**src/rtl/bmdma_pkg.sv**
```systemverilog
package bmdma_pkg;
   localparam int BYTE_W    = 8;
   localparam int RD_BYTES  = 4;
   localparam int RD_W      = RD_BYTES * BYTE_W;
   localparam int SLICE_B   = 8;
   localparam int PTR_W     = 32;
   localparam int PTR_LANES = PTR_W / BYTE_W;

   // status bit positions
   localparam int ST_ACT = 0;
   localparam int ST_ERR = 1;
   localparam int ST_IRQ = 2;
   localparam int ST_GP0 = 5;
   localparam int ST_GP1 = 6;
   // control bit positions
   localparam int CT_RUN = 0;
   localparam int CT_DIR = 3;

   typedef enum logic [1:0] {
      SEL_CTRL = 2'd0,
      SEL_STAT = 2'd1,
      SEL_PTR  = 2'd2,
      SEL_NONE = 2'd3
   } reg_sel_e;

   // ones in every byte lane that a wide access covers
   function automatic logic [RD_W-1:0] wide_ones(input logic [2:0] nbytes);
      logic [RD_W-1:0] m;
      m = '0;
      for (int b = 0; b < RD_BYTES; b++) begin
         if (b < int'(nbytes)) m[b*BYTE_W +: BYTE_W] = '1;
      end
      return m;
   endfunction
endpackage

```
**src/rtl/bmdma_decode.sv**
```systemverilog
module bmdma_decode
   import bmdma_pkg::*;
#(
   parameter int NCH = 2,
   localparam int AW = $clog2(NCH * SLICE_B),
   localparam int CW = AW - 3
) (
   input  logic [AW-1:0]          addr,
   input  logic [2:0]             size,
   input  logic                   wr,
   output logic [CW-1:0]          chan,
   output logic                   chan_ok,
   output reg_sel_e               sel,
   output logic [1:0]             lane,
   output logic                   byte_acc,
   output logic [NCH-1:0]         ctrl_we,
   output logic [NCH-1:0]         stat_we,
   output logic [NCH*PTR_LANES-1:0] ptr_we
);
   always_comb begin
      chan     = addr[AW-1:3];
      chan_ok  = (int'(chan) < NCH);
      lane     = addr[1:0];
      byte_acc = (size == 3'd1);
      if (addr[2]) begin
         sel = SEL_PTR;
      end else begin
         unique case (addr[1:0])
            2'd0:    sel = SEL_CTRL;
            2'd2:    sel = SEL_STAT;
            default: sel = SEL_NONE;
         endcase
      end
   end

   for (genvar c = 0; c < NCH; c++) begin : g_we
      logic hit;
      assign hit        = wr && byte_acc && (int'(chan) == c);
      assign ctrl_we[c] = hit && (sel == SEL_CTRL);
      assign stat_we[c] = hit && (sel == SEL_STAT);
      for (genvar l = 0; l < PTR_LANES; l++) begin : g_lane
         assign ptr_we[c*PTR_LANES+l] = hit && (sel == SEL_PTR) && (int'(lane) == l);
      end
   end
endmodule

```
**src/rtl/bmdma_chan_regs.sv**
```systemverilog
module bmdma_chan_regs
   import bmdma_pkg::*;
(
   input  logic                 clk,
   input  logic                 rst_n,
   input  logic                 ctrl_we,
   input  logic                 stat_we,
   input  logic [PTR_LANES-1:0] ptr_we,
   input  logic [BYTE_W-1:0]    wdata,
   input  logic                 err_set,
   input  logic                 irq_set,
   input  logic                 xfer_done,
   output logic [BYTE_W-1:0]    ctrl_q,
   output logic [BYTE_W-1:0]    stat_q,
   output logic [PTR_W-1:0]     ptr_q
);
   logic          run_q, dir_q, act_q, err_q, irq_q;
   logic [1:0]    gp_q;
   logic [PTR_W-1:0] ptr_r;

   always_ff @(posedge clk) begin
      if (!rst_n) begin
         run_q <= 1'b0;
         dir_q <= 1'b0;
      end else if (ctrl_we) begin
         run_q <= wdata[CT_RUN];
         dir_q <= wdata[CT_DIR];
      end
   end

   always_ff @(posedge clk) begin
      if (!rst_n)          act_q <= 1'b0;
      else if (ctrl_we)    act_q <= wdata[CT_RUN];
      else if (xfer_done)  act_q <= 1'b0;
   end

   always_ff @(posedge clk) begin
      if (!rst_n) begin
         err_q <= 1'b0;
         irq_q <= 1'b0;
         gp_q  <= 2'b00;
      end else begin
         err_q <= err_set | (err_q & ~(stat_we & wdata[ST_ERR]));
         irq_q <= irq_set | (irq_q & ~(stat_we & wdata[ST_IRQ]));
         if (stat_we) gp_q <= wdata[ST_GP1:ST_GP0];
      end
   end

   for (genvar l = 0; l < PTR_LANES; l++) begin : g_ptr
      always_ff @(posedge clk) begin
         if (!rst_n)         ptr_r[l*BYTE_W +: BYTE_W] <= '0;
         else if (ptr_we[l]) ptr_r[l*BYTE_W +: BYTE_W] <= wdata;
      end
   end

   always_comb begin
      ctrl_q          = '0;
      ctrl_q[CT_RUN]  = run_q;
      ctrl_q[CT_DIR]  = dir_q;
      stat_q          = '0;
      stat_q[ST_ACT]  = act_q;
      stat_q[ST_ERR]  = err_q;
      stat_q[ST_IRQ]  = irq_q;
      stat_q[ST_GP1:ST_GP0] = gp_q;
      ptr_q           = {ptr_r[PTR_W-1:2], 2'b00};
   end

   // a status write alone leaves the active flag where it was
   a_r7_act_sw_immune: assert property (@(posedge clk) disable iff (!rst_n)
      stat_we && !ctrl_we && !xfer_done |=> stat_q[ST_ACT] == $past(stat_q[ST_ACT]));
   // starting a channel raises run and active
   a_r8_start: assert property (@(posedge clk) disable iff (!rst_n)
      ctrl_we && wdata[CT_RUN] |=> stat_q[ST_ACT] && ctrl_q[CT_RUN]);
   // engine-done clears active unless software writes control
   a_r9_done_clears: assert property (@(posedge clk) disable iff (!rst_n)
      xfer_done && !ctrl_we |=> !stat_q[ST_ACT]);
   // a hardware pulse always leaves its flag set
   a_r10_set_wins: assert property (@(posedge clk) disable iff (!rst_n)
      err_set |=> stat_q[ST_ERR]);
   // write-one clears the error flag when no pulse arrives
   a_r6_w1c: assert property (@(posedge clk) disable iff (!rst_n)
      stat_we && wdata[ST_ERR] && !err_set |=> !stat_q[ST_ERR]);
endmodule

```
**src/rtl/bmdma_regblock.sv**
```systemverilog
module bmdma_regblock
   import bmdma_pkg::*;
#(
   parameter int NCH = 2,
   localparam int AW = $clog2(NCH * SLICE_B)
) (
   input  logic                 clk,
   input  logic                 rst_n,
   input  logic [AW-1:0]        io_addr,
   input  logic [2:0]           io_size,
   input  logic [BYTE_W-1:0]    io_wdata,
   input  logic                 io_wr,
   input  logic                 io_rd,
   output logic [RD_W-1:0]      io_rdata,
   input  logic [NCH-1:0]       hw_err_set,
   input  logic [NCH-1:0]       hw_irq_set,
   input  logic [NCH-1:0]       hw_xfer_done,
   output logic [NCH-1:0]       ch_run,
   output logic [NCH-1:0]       ch_dir,
   output logic [NCH-1:0]       ch_active,
   output logic [NCH*PTR_W-1:0] ch_desc_ptr
);
   localparam int CW = AW - 3;

   if (NCH < 2) begin : g_bad_nch
      $error("bmdma_regblock: NCH must be at least 2");
   end

   logic [CW-1:0]            chan;
   logic                     chan_ok, byte_acc;
   reg_sel_e                 sel;
   logic [1:0]               lane;
   logic [NCH-1:0]           ctrl_we, stat_we;
   logic [NCH*PTR_LANES-1:0] ptr_we;
   logic [BYTE_W-1:0]        ctrl_q [NCH];
   logic [BYTE_W-1:0]        stat_q [NCH];
   logic [PTR_W-1:0]         ptr_q  [NCH];

   bmdma_decode #(.NCH(NCH)) i_decode (
      .addr(io_addr), .size(io_size), .wr(io_wr),
      .chan(chan), .chan_ok(chan_ok), .sel(sel), .lane(lane),
      .byte_acc(byte_acc), .ctrl_we(ctrl_we), .stat_we(stat_we), .ptr_we(ptr_we)
   );

   for (genvar c = 0; c < NCH; c++) begin : g_ch
      bmdma_chan_regs i_chan (
         .clk(clk), .rst_n(rst_n),
         .ctrl_we(ctrl_we[c]), .stat_we(stat_we[c]),
         .ptr_we(ptr_we[c*PTR_LANES +: PTR_LANES]),
         .wdata(io_wdata),
         .err_set(hw_err_set[c]), .irq_set(hw_irq_set[c]), .xfer_done(hw_xfer_done[c]),
         .ctrl_q(ctrl_q[c]), .stat_q(stat_q[c]), .ptr_q(ptr_q[c])
      );
      assign ch_run[c]                    = ctrl_q[c][CT_RUN];
      assign ch_dir[c]                    = ctrl_q[c][CT_DIR];
      assign ch_active[c]                 = stat_q[c][ST_ACT];
      assign ch_desc_ptr[c*PTR_W +: PTR_W] = ptr_q[c];
   end

   always_comb begin
      io_rdata = '0;
      if (io_rd) begin
         if (!byte_acc) begin
            io_rdata = wide_ones(io_size);
         end else if (!chan_ok) begin
            io_rdata[BYTE_W-1:0] = '1;
         end else begin
            unique case (sel)
               SEL_CTRL: io_rdata[BYTE_W-1:0] = ctrl_q[chan];
               SEL_STAT: io_rdata[BYTE_W-1:0] = stat_q[chan];
               SEL_PTR:  io_rdata[BYTE_W-1:0] = ptr_q[chan][lane*BYTE_W +: BYTE_W];
               default:  io_rdata[BYTE_W-1:0] = '1;
            endcase
         end
      end
   end

   // a wide write reaches no register
   a_r2_wide_wr_blocked: assert property (@(posedge clk) disable iff (!rst_n)
      io_wr && io_size != 3'd1 |-> ctrl_we == '0 && stat_we == '0 && ptr_we == '0);
   // at most one channel is written per access
   a_r12_one_chan: assert property (@(posedge clk) disable iff (!rst_n)
      $onehot0(ctrl_we | stat_we));
   // status is unchanged across a pure read with no other activity
   a_r13_read_quiet: assert property (@(posedge clk) disable iff (!rst_n)
      io_rd && !io_wr && hw_err_set == '0 && hw_irq_set == '0 && hw_xfer_done == '0
      |=> ch_active == $past(ch_active) && ch_run == $past(ch_run));
endmodule

```
**config.mk**
```make
export PLATFORM = sky130hd
export DESIGN_NAME = bmdma_regblock
export DESIGN_NICKNAME = d
export VERILOG_FILES = /design/src/rtl/bmdma_pkg.sv /design/src/rtl/bmdma_decode.sv /design/src/rtl/bmdma_chan_regs.sv /design/src/rtl/bmdma_regblock.sv
export SDC_FILE = /design/constraint.sdc
export NUM_CORES = 1
export LEC_CHECK = 0
export ABC_AREA = 1
export BUFFER_PORTS_ARGS = -buffer_cell sky130_fd_sc_hd__buf_2
export CORE_UTILIZATION = 25
export DETAILED_ROUTE_END_ITERATION = 7
export PLACE_DENSITY = 0.53
export SLEW_MARGIN = 20
export SYNTH_ARGS = -nofsm -noshare
export SYNTH_HDL_FRONTEND = slang
export SYNTH_SLANG_ARGS = --single-unit
```
**constraint.sdc**
```tcl
create_clock -name clk -period 2.2 [get_ports clk]
set_input_delay 0.44 -clock clk [delete_from_list [all_inputs] [get_ports clk]]
set_output_delay 0.44 -clock clk [all_outputs]
set_load 0.02 [all_outputs]
```
=== After elaboration in Yosys (flattened, before gate mapping) ===
Index checks and enable logic that the tools add are counted.

* Reduce and logical (&&, ||, !) cells: 22
* Equality and inequality tests: 7
* Order comparisons: 5
* Multiplexer cells: 23
* Shift operators: 1
* Bitwise operators: 18

{| class="wikitable"
|+ Operators with widths
! kind !! number
|-
| 32-bit 2-to-1 mux || 4
|-
| 8-bit 2-to-1 mux || 9
|-
| 32-bit by 6-bit indexed part select with 8-bit output || 1
|-
| 24-bit 2-to-1 mux || 1
|-
| 8-bit one-hot mux with 3 select lines || 1
|-
| 1-bit logical AND || 17
|-
| 1-bit AND || 8
|-
| 2-bit equality test (second input constant) || 4
|-
| 7-bit 2-to-1 mux || 1
|-
| 2-bit zero test || 3
|-
| 1-bit by 3-bit less-than comparator with 1-bit output (first input constant) || 2
|-
| 2-bit by 3-bit less-than comparator with 1-bit output (first input constant) || 2
|-
| 1-bit NOT || 5
|-
| 2-bit by 1-bit equality test with 1-bit output (second input constant) || 2
|-
| 1-bit 2-to-1 mux || 4
|-
| 4-bit 2-to-1 mux || 1
|-
| 1-bit OR || 4
|-
| 2-bit one-hot mux with 2 select lines || 1
|-
| 2-bit nonzero test || 2
|-
| 3-bit by 1-bit equality test with 1-bit output (second input constant) || 1
|-
| 2-bit greater-or-equal comparator (second input constant) || 1
|-
| 2-bit 2-to-1 mux || 1
|-
| 1-bit NOT with 2-bit output || 1
|}

* Flip-flop bits (word level): 78
* Logic and storage cells: 96
* Output and inout port bits: 102
* Bits of input ports: 25

=== Logic depth before layout (Yosys ltp) ===
Gate-level depths: netlist of the first run.

* Word-level depth: 9
* Gate-level depth with buffers: 9

=== By module ===
A second synthesis of the first run with hierarchy kept.

* Cells, all modules: 678
* Area, all modules: 4264.1 sq um

{| class="wikitable"
|+ By module, submodules not included
! module !! seq. area each (sq um) !! instances !! area each (sq um) !! cells an instance
|-
| bmdma_chan_regs || 740.7 || 2 || 1368.8 || 175
|-
| bmdma_regblock || 0.0 || 1 || 1317.5 || 292
|-
| bmdma_decode || 0.0 || 1 || 209.0 || 36
|}

=== Worst setup path before layout of the first run ===
Ideal clock, no wire load.

* Path kind: input-to-output
* From: input port io_size[2]
* To: output port io_rdata[0]
* Data arrival time: 1.699 ns
* Stages on the path: 4
* Slack: 0.061 ns
* Path buffers: 0
* Path through: nor2_2 -> nor2_1 -> a21oi_1 -> a21oi_1

* Cells in the longest elaborated chain, start to end: 4
* Elaborated cells on any way between the ends: 5
* Those cells by class: order compare: 1; eq/ne: 1; mux: 3

{| class="wikitable"
|+ Ends and longest elaborated chain
! what !! RTL line !! RTL
|-
| start: declaration || bmdma_regblock.sv:10 || <nowiki>input logic [2:0] io_size,</nowiki>
|-
| 1-bit by 3-bit less-than comparator with 1-bit output || bmdma_pkg.sv:31 || <nowiki>if (b < int'(nbytes)) m[b*BYTE_W +: BYTE_W] = '1;</nowiki>
|-
| 8-bit 2-to-1 mux || bmdma_pkg.sv:31 ||
|-
| 8-bit 2-to-1 mux (*) || bmdma_regblock.sv:63 || <nowiki>if (!byte_acc) begin</nowiki>
|-
| 32-bit 2-to-1 mux (*) || bmdma_regblock.sv:62 || <nowiki>if (io_rd) begin</nowiki>
|-
| end: declaration || bmdma_regblock.sv:14 || <nowiki>output logic [RD_W-1:0] io_rdata,</nowiki>
|}

Mark *: on every way between the ends. The rest lies on a longest branch, timed or not.

=== Worst setup path in the final report of the first run ===
* From: input port io_addr[0]
* To: output port io_rdata[6]

* Cells in the longest elaborated chain, start to end: 7
* Elaborated cells on any way between the ends: 11
* Those cells by class: eq/ne: 3; shift: 1; mux: 5; reduce/logical: 2

{| class="wikitable"
|+ Ends and longest elaborated chain
! what !! RTL line !! RTL
|-
| start: declaration || bmdma_regblock.sv:9 || <nowiki>input logic [AW-1:0] io_addr,</nowiki>
|-
| 2-bit equality test / 2-bit zero test (equally long branches) || bmdma_decode.sv:28 || <nowiki>unique case (addr[1:0])</nowiki>
|-
| 2-bit one-hot mux with 2 select lines || bmdma_decode.sv:28 ||
|-
| 2-bit 2-to-1 mux || bmdma_decode.sv:25 || <nowiki>if (addr[2]) begin</nowiki>
|-
| 2-bit equality test, or another cell as far along || bmdma_regblock.sv:68 || <nowiki>unique case (sel)</nowiki>
|-
| 8-bit one-hot mux with 3 select lines (*) || bmdma_regblock.sv:68 ||
|-
| 8-bit 2-to-1 mux (*) || bmdma_regblock.sv:63 ||
|-
| 32-bit 2-to-1 mux (*) || bmdma_regblock.sv:62 ||
|}

Marked as above.

==> results of run 1 <==
-- cell families after synthesis --
kind of cell,after synthesis,share of synthesized area
other,1,0.000927
AO/OA/AOI/OAI,30,0.0377
AND/OR/NAND/NOR,438,0.463
buffers and inverters,103,0.132
flip-flops,74,0.366
-- synth_stat cells --
cell type    n
nand2_1    168
dfxtp_1     74
buf_4       34
nor2_4       8
inv_1       42
clkbuf_1     3
nor2_2       4
nand2_4      2
a21oi_1     23
buf_1        7
o21a_1       1
nand3_2      1
nand3_1    100
nor2_1     151
conb_1       1
buf_2       17
nand4_1      4
o21ai_0      6
-- power groups by stage --
stage	combinational (mW)	clock, mW	sequential [mW]
2_1_floorplan	0.287	0	1.39
3_3_place_gp	0.426	0	1.39
3_5_place_dp	0.426	0	1.39
4_1_cts	0.427	1.66	1.36
5_1_grt	0.469	1.73	1.36
6_report	0.426	1.64	1.36
-- through the flow --
| step | cells | setup WS [ps] | utilization |
|---|---|---|---|
| after floorplan | 649 | 61.0 | - |
| after global placement | 952 | 108 | 0.303 |
| after detailed placement | 952 | 114 | 0.303 |
| after CTS | 968 | 108 | 0.324 |
| after global routing | 968 | 9.61 | 0.324 |
| final | 968 | 111 | 0.324 |
-- how the worst min path moves through the flow --
stage | endpoint | slack (ps) | startpoint
after floorplan | g_ch[0].i_chan.err_q | 440 | g_ch[0].i_chan.err_q
after global placement | g_ch[1].i_chan.err_q | 460 | g_ch[1].i_chan.err_q
after detailed placement | g_ch[1].i_chan.err_q | 460 | g_ch[1].i_chan.err_q
after CTS | g_ch[1].i_chan.irq_q | 340 | hw_irq_set[1]
after global routing | g_ch[0].i_chan.err_q | 350 | hw_err_set[0]
final | g_ch[0].i_chan.err_q | 340 | hw_err_set[0]
-- layer usage --
metal | vias to the layer above | global-route usage | share of wire
met5 | - | 0 | 0
met4 | 0 | 0.0471 | 0.012
met3 | 10 | 0.0277 | 0.057
met2 | 146 | 0.297 | 0.47
met1 | 2017 | 0.226 | 0.46
li1 | 2192 | - | -
-- state kept, by name (all words and copies together) (netlist names) --
register           cells
g_ch.i_chan.act_q      2
g_ch.i_chan.dir_q      2
g_ch.i_chan.err_q      2
g_ch.i_chan.gp_q       4
g_ch.i_chan.irq_q      2
g_ch.i_chan.ptr_q     60
g_ch.i_chan.run_q      2
-- final cells by class --
cell class,count,area [um2],area share
inverters,42,158,0.0307
flip-flops and latches,74,1480,0.289
clock inverters,4,73.8,0.0144
clock buffers,12,256,0.0500
well taps,216,270,0.0526
repair buffers,148,856,0.167
multi-input cells,472,2040,0.397
-- worst max-delay path: stages --
cell and delay (ps):
buf_2 140, nand2_1 110, inv_1 100, buf_12 150, nand3_1 80, nand2_1 100, inv_1 70, nand3_1 60
a21oi_1 190, buf_2 200
==> out/results.txt, run 1 <==
ant diodes -> 0
1st-iter DRT viols -> 344
worst reg-to-reg path cell count -> 2
Clock Sinks -> 74
slew margin rel. -> 0.654
Synth Instances -> 646
ratio of cells with drive above 1 in the final layout -> 0.237
IO buf count -> 122
Final Total Pwr -> 3.42 mW
die area -> 16,700 um2
htree depth -> 3
CP arrival -> 1650 ps
worst vdd ir -> 0.000350 V
cell taking the most area after synthesis -> dfxtp_1
Yosys warning count -> 0
leading cell type in the layout, fill and taps excluded -> nand2_1
Die Height -> 129 um
Total Wirelength -> 14,300 um
Static Leak -> 2.48 nW
Clock power frac -> 0.479
clock latency on the worst-skew pair -> 330 ps
nets@finish -> 772
Comb power frac -> 0.124
Placer Congestion -> 0.821
hold-critical path depth -> 3
Post-CTS Resized -> 0
cell-internal power -> 2.54 mW
CTS Hold Bufs -> 0
Required @ worst endpoint -> 1760 ps
Site Rows -> 46
share of the synthesized area in the top cell type -> 0.366
post-CTS setup buffer count -> 0
vias in the first global route -> 4,054
Final HPWL DP -> 10,800 um
Final Cycle Share -> 0.949
Critical path origin -> io_addr[0]
final setup fails -> 0
hold_ws -> 341 ps
initial antenna violation count -> 0
CORE AREA -> 15,800 um2
Pwr per Cell Area -> 667 nW/um2
top area cells in the synthesized netlist -> dfxtp_1, nand2_1, nor2_1
highest-count cells in the layout ignoring fill and taps -> nand2_1, nor2_1, buf_2
setup TNS -> 0 ps
global-route wire length before repair -> 21,900 um
status -> finished, final reports clean
fmax -> 479 MHz
Residual DRC -> 0
Cell Area, Synth -> 4040 um2
Final Max Slew Viols -> 0
overall routing resource usage -> 0.174
DP Area -> 4800 um2
root buffer cell -> clkbuf_16
synthesis-to-finish area growth -> 26.9%
Setup crit start kind -> primary input
register clock-pin slew on the reported worst setup and hold paths -> 60 ps
clock skew -> 0 ps
final instance area -> 5130 um2
fill count -> 1,794
Crit. End Element -> primary output
Fin. Hold Viols -> 0
die width -> 129 um
wire per inst -> 14.7 um
vias post-DR -> 4,365
largest net degree at the start of global routing -> 40
maximum fanout along the worst path -> 11
Num CTS Buffers -> 9
actual slew at the worst max-slew pin -> 518 ps
drt pass-1 iters -> 5
ANT nets after route -> 0
Period minus WS final -> 2090 ps
NetSw -> 0.885 mW
max_cap viols -> 0
Setup crit end -> io_rdata[6]
library cells used by synthesis -> 18
unrepaired setup endpoints after global routing -> false
critical path class -> primary input to primary output
Hold Path Class -> primary input to register
RR Endpoint -> g_ch[0].i_chan.act_q
CTS Buffer Depth -> 2
TritonCTS clock tree -> yes
Starting Density -> 0.255
Reg-to-Reg Start -> g_ch[0].i_chan.act_q
DR vias/cell -> 4.51
Flop pwr share -> 0.397
reg2reg setup slack -> 1550 ps
Sw Ratio -> 0.258
Synth Register Bits -> 74
Mean Syn Cell Area -> 6.26 um2
GRT Residual Overflow -> 0
sequential area share after synthesis -> 0.366
I/O pin count -> 127
No activity file was read; power rests on OpenSTA's default activity.
==> run 2: changes to the inputs <==
Settings changed: ABC_AREA 1 to 0, PLACE_DENSITY 0.53 to 0.54.
==> run 2 against run 1 <==
Against the previous run: utilization is 1.9 points higher; area after synthesis is 10% lower; via count is 23% lower; register-to-register slack worse by 260 ps; critical path depth is 4 lower; synthesized cell count is 39% lower; clock skew stayed put; routed wire length is 17% lower; worst setup slack worse by 100 ps; clock-buffer cell count is 2 lower; hold slack worse by 21 ps; critical endpoint is now io_rdata[3]; largest cell class unchanged.
==> out/results.txt, run 2 <==
Synth Register Bits -> 74 (unchanged)
top-count cell post-synth -> dfxtp_1
slew margin rel. -> 0.642 (-0.0120)
ys flop type -> dfxtp_1
Required @ worst endpoint -> 1760 ps (about the same)
max_cap viols -> 0 (unchanged)
final setup fails -> 0 (unchanged)
worst vdd ir -> 0.000431 V (+23%)
Yosys warning count -> 0 (unchanged)
global-route wire length before repair -> 17,700 um (-19%)
sequential area share after synthesis -> 0.408 (+0.0414)
nets@finish -> 526 (-32%)
root buffer cell -> clkbuf_16
clock latency on the worst-skew pair -> 330 ps (about the same)
Synth Instances -> 396 (-39%)
overall routing resource usage -> 0.160 (-0.0141)
Die Height -> 123 um (-5.1%)
DP Area -> 4310 um2 (-10%)
Placer Congestion -> 0.827 (+0.73%)
hold_ws -> 321 ps (-20.6 ps)
cell family with most CP delay -> compound AO/OA/AOI/OAI gates
TritonCTS clock tree -> yes
non-filler cells, final -> 686 (-29%)
final instance area -> 4810 um2 (-6.2%)
Site Rows -> 43 (-6.5%)
synth cell count leaders -> dfxtp_1, nand3_1, o21ai_0
ant diodes -> 0 (unchanged)
Fin. Hold Viols -> 0 (unchanged)
Starting Density -> 0.259 (+0.00326)
Residual DRC -> 0 (unchanged)
Clock Sinks -> 74 (unchanged)
Placed Cells -> 666 (-30%)
hold-critical path depth -> 2 (-1)
Period minus WS final -> 2190 ps (+102 ps)
cell taking the most area after synthesis -> dfxtp_1
ANT nets after route -> 0 (unchanged)
WP buf/inv -> 2 (-3)
Final Cycle Share -> 0.996 (+0.0464)
Total Wirelength -> 11,800 um (-17%)
Num CTS Buffers -> 9 (unchanged)
fill count -> 1,450 (-19%)
actual slew at the worst max-slew pin -> 537 ps (+18.6 ps)
Storage cell area -> 1490 um2 (+0.51%)
ys async rst share -> 0 (unchanged)
GRT Residual Overflow -> 0 (unchanged)
status -> finished, final reports clean
Mean Syn Cell Area -> 9.18 um2 (+47%)
Hold Path Class -> primary input to register
drt pass-1 iters -> 4 (-1)
CP max stage cell -> mux2_2
maximum fanout along the worst path -> 8 (-3)
initial antenna violation count -> 0 (unchanged)
Cell Area, Synth -> 3630 um2 (-10%)
1st-iter DRT viols -> 165 (-52%)
htree depth -> 3 (unchanged)
CTS Hold Bufs -> 0 (unchanged)
library cells used by synthesis -> 47 (+29)
fmax -> 456 MHz (-4.7%)
Final Util -> 0.343 (+0.0185)
Levels on crit path -> 6 (-4)
IO buf count -> 122 (unchanged)
clock skew -> 0 ps (unchanged)
Crit. End Element -> primary output
ratio of cells with drive above 1 in the final layout -> 0.427 (+0.190)
max reg flops -> 60 (unchanged)
share of the synthesized area in the top cell type -> 0.408 (+0.0414)
leading cell type in the layout, fill and taps excluded -> buf_2
Critical Path Max Stage Delay -> 350 ps (+150 ps)
Final Total Pwr -> 3.32 mW (-2.9%)
Final HPWL DP -> 8950 um (-17%)
CP arrival -> 1750 ps (+100 ps)
vias in the first global route -> 3,129 (-23%)
top area cells in the synthesized netlist -> dfxtp_1, nand3_1, o21ai_0
wire per inst -> 17.2 um (+17%)
Setup crit start kind -> primary input
Pwr per Cell Area -> 690 nW/um2 (+3.5%)
I/O pin count -> 127 (unchanged)
CTS Buffer Depth -> 2 (unchanged)
die width -> 123 um (-5.1%)
die area -> 15,000 um2 (-10%)
multi-input logic area -> 1840 um2 (-9.9%)
largest net degree at the start of global routing -> 28 (-30%)
register clock-pin slew on the reported worst setup and hold paths -> 60 ps (about the same)
worst reg-to-reg path cell count -> 2 (unchanged)
unrepaired setup endpoints after global routing -> true
Final Max Slew Viols -> 0 (unchanged)
vias post-DR -> 3,355 (-23%)
Static Leak -> 2.07 nW (-17%)
highest-count cells in the layout ignoring fill and taps -> buf_2, dfxtp_1, o21ai_0, nand3_1, buf_4
synthesis-to-finish area growth -> 32.5%
critical path cell sequence -> buf_6, mux2_2, o221a_2, o211ai_1, a21oi_1, buf_2
DR vias/cell -> 4.89 (+8.5%)
number of flops mapped to enable cells by yosys -> 0 (unchanged)
critical path class -> primary input to primary output
CORE AREA -> 14,000 um2 (-11%)
[run 2: cell types whose count changed after synthesis, moves of 9 or more]
| cell | before | now |
|---|---|---|
| nand2_1 | 168 | 18 |
| nor2_1 | 151 | 5 |
| o21ai_0 | 6 | 63 |
| inv_1 | 42 | 6 |
| nand3_1 | 100 | 64 |
| a21oi_1 | 23 | 7 |
| mux2i_1 | 0 | 16 |
| mux2_2 | 0 | 9 |
[run 2: cell families (layout without fill, tap and decap cells)]
family,count (synthesis),after routing,synth area share
AO/OA/AOI/OAI,99,99,0.155
AND/OR/NAND/NOR,122,122,0.202
other,1,4,0.00103
buffers and inverters,67,174,0.113
multiplexers,33,33,0.122
flip-flops,74,74,0.408
[run 2: metal layers]
metal | wire, um | up-vias | track usage
li1 | - | 1615 | -
met1 | 5520 | 1592 | 0.212
met2 | 5490 | 139 | 0.253
met3 | 674 | 9 | 0.0414
met4 | 137 | 0 | 0.0495
met5 | 0 | - | 0
[run 2: area by class of cell]
cell class / count / area share
inverter: 6 / 0.00546
timing repair buffer: 152 / 0.189
tap: 180 / 0.0468
multi-input combinational: 258 / 0.381
clock inverter: 6 / 0.0187
sequential: 74 / 0.309
clock buffer: 10 / 0.0496
[run 2: power by group]
group | switching (mW) | internal [mW]
clock network | 0.580 | 1.03
registers | 0.00507 | 1.35
logic | 0.226 | 0.138
[run 2: what timing repair did]
item                                    in CTS  in global routing
setup buffers                                2                  2
cloned                                       0                  1
pin swaps                                    4                  4
gates resized for setup                     13                 20
endpoints found under the setup margin       8                  7
[run 2: worst paths after layout]
kind                             to  slack [ps]                   start
max                     io_rdata[3]           9              io_addr[3]
min            g_ch[0].i_chan.err_q         320             io_wdata[1]
max reg2reg    g_ch[0].i_chan.act_q        1290    g_ch[0].i_chan.act_q
min reg2reg  g_ch[1].i_chan.gp_q[0]         470  g_ch[1].i_chan.gp_q[0]
[run 2: through the flow]
| step | setup slack (ps) | TNS [ps] |
|---|---|---|
| after detailed placement | -142 | -767 |
| after global placement | -118 | -613 |
| after global routing | -25.6 | -50.2 |
| final | 9.28 | 0 |
| after CTS | 5.98 | 0 |
| after floorplan | 63.1 | 0 |
